--- src/rtl/spi_cfg_regs.sv ---
module spi_cfg_regs #(
  parameter int              SH_BASE = 8,
  parameter int              NSH     = 17,
  parameter logic [7:0]      CHIP_ID = 8'hA5,
  parameter logic [7:0]      GRADE   = 8'h20,
  parameter logic [NSH*8-1:0] DFLT   = '0,
  parameter logic [NSH-1:0]  DMASK   = '1
) (
  input  logic             clk,
  input  logic             rst_n,
  input  logic             sclk,
  input  logic             csb,
  input  logic             sdio_in,
  output logic             sdio_out,
  output logic             sdio_oe,
  output logic [NSH*8-1:0] cfg_q
);
  localparam int AW = 13;
  localparam logic [AW-1:0] XFER_ADDR = AW'(255);

  logic          sclk_q, rd, done, lsb;
  logic [4:0]    icnt;
  logic [14:0]   ish;
  logic [2:0]    bcnt;
  logic [1:0]    nb, len;
  logic [AW-1:0] addr;
  logic [7:0]    rxsh, txsh;
  logic [NSH*8-1:0] shadow_v;

  wire        rise     = sclk & ~sclk_q & ~csb;
  wire        in_data  = (icnt == 5'd16) && !done;
  wire [15:0] inst     = {ish, sdio_in};
  wire [7:0]  wbyte    = lsb ? {sdio_in, rxsh[7:1]} : {rxsh[6:0], sdio_in};
  wire        byte_end = rise && in_data && (bcnt == 3'd7);
  wire        we       = byte_end && !rd;
  wire        srst     = we && (addr == '0) && (wbyte[5] | wbyte[2]);
  wire        xfer     = we && (addr == XFER_ADDR) && wbyte[0];

  assign sdio_out = lsb ? txsh[0] : txsh[7];
  assign sdio_oe  = !csb && rd && in_data;

  function automatic logic [7:0] rdata(input logic [AW-1:0] a);
    logic [7:0] r;
    r = '0;
    if (a == AW'(0)) r = {1'b0, lsb, 3'b011, 1'b0, lsb, 1'b0};
    if (a == AW'(1)) r = CHIP_ID;
    if (a == AW'(2)) r = GRADE;
    for (int i = 0; i < NSH; i++)
      if (a == AW'(SH_BASE + i)) r = shadow_v[i*8 +: 8];
    return r;
  endfunction

  always_ff @(posedge clk or negedge rst_n) begin
    if (!rst_n) begin
      sclk_q <= 1'b0; icnt <= '0; ish <= '0; bcnt <= '0; nb <= '0; len <= '0;
      rd <= 1'b0; done <= 1'b0; addr <= '0; rxsh <= '0; txsh <= '0;
    end else begin
      sclk_q <= sclk;
      if (csb) begin
        icnt <= '0; bcnt <= '0; nb <= '0; done <= 1'b0;
      end else if (rise) begin
        if (icnt < 5'd16) begin
          ish  <= inst[14:0];
          icnt <= icnt + 5'd1;
          if (icnt == 5'd15) begin
            rd   <= inst[15];
            len  <= inst[14:13];
            addr <= inst[12:0];
            txsh <= rdata(inst[12:0]);
          end
        end else if (!done) begin
          bcnt <= bcnt + 3'd1;
          rxsh <= wbyte;
          txsh <= lsb ? {1'b0, txsh[7:1]} : {txsh[6:0], 1'b0};
          if (bcnt == 3'd7) begin
            addr <= addr + AW'(1);
            txsh <= rdata(addr + AW'(1));
            nb   <= nb + 2'd1;
            if (len != 2'd3 && nb == len) done <= 1'b1;
          end
        end
      end
    end
  end

  always_ff @(posedge clk or negedge rst_n) begin
    if (!rst_n)                lsb <= 1'b0;
    else if (srst)             lsb <= 1'b0;
    else if (we && addr == '0) lsb <= wbyte[6] | wbyte[1];
  end

  for (genvar i = 0; i < NSH; i++) begin : g_reg
    logic [7:0] sh_r, act_r;
    wire hit = we && (addr == AW'(SH_BASE + i));
    if (DMASK[i]) begin : g_dflt
      always_ff @(posedge clk or negedge rst_n) begin
        if (!rst_n) begin
          sh_r <= DFLT[i*8 +: 8]; act_r <= DFLT[i*8 +: 8];
        end else if (srst) begin
          sh_r <= DFLT[i*8 +: 8]; act_r <= DFLT[i*8 +: 8];
        end else begin
          if (hit)  sh_r  <= wbyte;
          if (xfer) act_r <= sh_r;
        end
      end
    end else begin : g_keep
      always_ff @(posedge clk) begin
        if (hit)  sh_r  <= wbyte;
        if (xfer) act_r <= sh_r;
      end
    end
    assign shadow_v[i*8 +: 8] = sh_r;
    assign cfg_q[i*8 +: 8]    = act_r;
  end

  a_r3_oe_in_frame: assert property (@(posedge clk) disable iff (!rst_n)
    sdio_oe |-> (!csb && rd));
  a_r11_abort_release: assert property (@(posedge clk) disable iff (!rst_n)
    csb |=> (!sdio_oe && bcnt == 3'd0));
  a_r2_len_done: assert property (@(posedge clk) disable iff (!rst_n)
    done |-> !sdio_oe);
  a_r6_xfer_copy: assert property (@(posedge clk) disable iff (!rst_n)
    xfer |=> (cfg_q == $past(shadow_v)));
  a_r5_active_hold: assert property (@(posedge clk) disable iff (!rst_n)
    (!xfer && !srst) |=> $stable(cfg_q));
endmodule

--- config.mk ---
export PLATFORM = sky130hd
export DESIGN_NAME = spi_cfg_regs
export DESIGN_NICKNAME = d
export VERILOG_FILES = /design/src/rtl/spi_cfg_regs.sv
export SDC_FILE = /design/constraint.sdc
export NUM_CORES = 1
export LEC_CHECK = 0
export BUFFER_PORTS_ARGS = -buffer_cell sky130_fd_sc_hd__buf_2
export CAP_MARGIN = 25
export CORE_MARGIN = 5
export CORE_UTILIZATION = 40
export CTS_CLUSTER_DIAMETER = 80
export DETAILED_ROUTE_END_ITERATION = 7
export SYNTH_ARGS = -nofsm -noshare
export SYNTH_HDL_FRONTEND = slang
export SYNTH_SLANG_ARGS = --single-unit
--- constraint.sdc ---
create_clock -name clk -period 4.3 [get_ports clk]
set_clock_uncertainty 0.05 [all_clocks]
set_input_delay 0.645 -clock clk [delete_from_list [all_inputs] [get_ports clk]]
set_output_delay 0.645 -clock clk [all_outputs]
set_load 0.01 [all_outputs]
==> flow_summary.ini <==
[clocking]
cts_tree = built
insertion_delay_ps = 560
cts_hold_buf = 0
postCtsSetupBuffers = 0
htreeDepth = 2
clock_path_buffers = 3
cts_made_buffers = 39
root_buffer = clkbuf_16
cts_sinks = 332
cts_resized = 0
path_clk_slew_ps = 60

[sta]
relSlewSlack_pct = 31.8
setup_viol_count_final = 0
clock.fmax_mhz = 274
grt_setup_unrepaired = no
fin_crit_sh_pct = 84.9
fin_setup_tns_ps = 0
tightest_slew_ps = 1000
final-max-slew-violation-count = 0
hold_viol = 0
min_period_ps = 3650

[logic_synthesis]
async_flop_share_pct = 100
syn_nets = 2061
synth_area_um2 = 17400
netlist_instances = 2046
synth_ff_type = dfrtp_1
yosys_warnings = 0
synth_edf_count = 0
syn_avg_cell_area_um2 = 8.49
ys_seq_elements = 332
synth_cell_types = 83
yosysSeqAreaShare_pct = 47.8

[die]
fp.dieArea_um2 = 47700
core_um2 = 43100
start_util_pct = 40.3
die_w_um = 218
die-height_um = 218
ioPinCount = 143
placementRows = 76

[pwr]
pwr_density_cell_nw_per_um2 = 386
leakage_nw = 8.75
total_power_w = 0.00777
vdd_drop_max_uv = 356

[worst_setup_path]
rrSetupSlack_ps = 650
required_ps = 4690
max_stage_delay_ps = 520
critPathCaptureType = flop
slowest_stage = dfrtp_1
crit_top_cell = buf_4
reg2reg_from = addr[0]
cp_cell_sequence = ha_1 > buf_4 > or3_1 > a211oi_2 > o211ai_2 > a211oi_4 > buf_4 > nand3_1 > buf_4 > o32ai_1 > o21a_1 > nor3_1 > a2bb2oi_1
worstSetupPathType = flop to flop
arrival_ps = 4050
startpoint = addr[0]
cp_max_fo = 23
crit_path_start_kind = flop

[cells_and_area]
n_antenna_cell = 0
seqCellArea_um2 = 8310
layout.nets = 2147
drive_above_1_share_pct = 15.6
multi_input_area_um2 = 8300
fill_cells = 4198
area_growth_pct = 15.9

[global_route]
grt_max_degree = 147
grt_pass1_vias = 15500
grt_util_all_layers_pct = 27.7
grt-ovfl-total = 0
grt_pass1_wl_um = 101000
antenna_found_initial = 0

[place]
gp_congestion = 0.998
port_buffers = 142
dpl.hpwl_um = 48100

[routing]
ant_nets = 0
drc = 0
wl_um = 66800
wl_per_cell_um = 24.3
via_count = 16200
drtIter0Drc = 1985
viasPerCell = 5.89
dr.pass1.iters = 5

[hold_path]
min_path_type = primary input to asynchronous set/reset pin

[outcome]
outcome = finished clean

[flow_run]
max_cap_viol_count = 0
state kept, by name (all words and copies together) (netlist names):
name     count
txsh         8
ish         15
sclk_q       1
rxsh         8
addr        13
lsb          1
bcnt         3
nb           2
g.act_r    136
done         1
icnt         5
rd           1
g.sh_r     136
len          2
routing by layer:
metal / up-vias / GRT usage, % / wire [µm]
li1: 7429 / - / -
met1: 7925 / 39.9 / 29700
met2: 666 / 42.6 / 30000
met3: 142 / 4.36 / 4590
met4: 0 / 10.1 / 2540
met5: - / 0 / 0
worst paths after layout:
check | endpoint | depth (start not counted)
min in group clk | sclk_q | 1
worst max-delay path | txsh[1] | 13
worst min register to register | g_reg[13].act_r[7] | 2
worst max register to register | txsh[1] | 13
worst min-delay path | g_reg[1].act_r[4] | 1
max in group asynchronous | g_reg[9].act_r[4] | 2
layout make-up:
class                           instances  area share [%]
Inverter                               33           0.615
Timing Repair Buffer                  210            6.67
Multi-Input combinational cell       1516            41.2
Sequential cell                       332            41.2
Tap cell                              585            3.63
Clock inverter                         16            1.17
Clock buffer                           54            5.47
critical path, delay by kind of cell, from the launching register on:
family                   cells  cell delay, ps
adder cells (fa/ha/maj)      1             300
flip-flops                   1             520
AND/OR/NAND/NOR              3             600
buffers and inverters        3             750
AO/OA/AOI/OAI                6            1310
cell families (layout without fill, tap and decap cells):
family                   after synthesis  in the layout  share of synthesized area, %
AND/OR/NAND/NOR                      813            813                          20.5
multiplexers                          60             60                          3.85
XOR/XNOR                              13             13                         0.698
adder cells (fa/ha/maj)               10             10                         0.720
buffers and inverters                198            313                          4.81
AO/OA/AOI/OAI                        620            620                          21.6
flip-flops                           332            332                          47.8
layout by cell type, fill, tap and decap left out, types with 5 or more instances in the layout:
master and instances:
nand2_1 404, dfrtp_1 332, o21ai_0 234, nor2_1 193
a21oi_1 159, buf_2 141, nand3_1 75, a211oi_1 60
buf_4 59, o22ai_1 44, clkbuf_16 39, mux2_2 32
inv_1 30, nor3_1 26, and3_1 24, mux2i_1 22
a22oi_1 15, o32ai_1 13, and2_1 12, o221ai_1 11
nand4_1 10, or3_1 10, nor4_1 9, o211ai_1 9
ha_1 9, buf_12 9, nor2b_1 8, clkbuf_1 8
nand2b_1 7, xnor2_1 7, clkbuf_8 7, a221oi_1 6
nor3b_1 5, o21a_1 5, xor2_1 5, a2111oi_0 5
a221o_1 5, bufinv_16 5
report_power, final:
group          internal (W)  switching [W]  leakage (nW)
clock               0.00211        0.00136         0.651
sequential          0.00319       0.000120          4.59
combinational      0.000299       0.000692          3.51
total               0.00560        0.00217          8.75
cell usage after synthesis, types with 13 or more instances:
| master | count | area share (%) |
|---|---|---|
| a211oi_1 | 61 | 2.6 |
| a21oi_1 | 159 | 4.6 |
| a22oi_1 | 15 | 0.65 |
| and3_1 | 25 | 0.90 |
| buf_1 | 13 | 0.28 |
| buf_2 | 20 | 0.58 |
| buf_4 | 16 | 0.69 |
| clkbuf_1 | 115 | 2.5 |
| dfrtp_1 | 332 | 48 |
| inv_1 | 30 | 0.65 |
| mux2_2 | 32 | 2.1 |
| mux2i_1 | 25 | 1.4 |
| nand2_1 | 404 | 8.7 |
| nand3_1 | 76 | 2.2 |
| nor2_1 | 193 | 4.2 |
| nor3_1 | 26 | 0.75 |
| o21ai_0 | 234 | 6.7 |
| o22ai_1 | 44 | 1.6 |
| o32ai_1 | 13 | 0.66 |
through the flow:
step | instances | utilization [%] | hold WS (ps) | instance area [µm²] | setup slack [ps]
global route | 2746 | 46.8 | 99.4 | 20100 | 337
finish | 2746 | 46.8 | 42.2 | 20100 | 648
CTS | 2746 | 46.8 | 78.4 | 20100 | 708
global placement | 2676 | 43.7 | 429 | 18800 | 788
detailed placement | 2676 | 43.7 | 435 | 18800 | 683
floorplan | 2046 | - | 299 | 17400 | 1340
No activity file was read; power rests on OpenSTA's default activity.
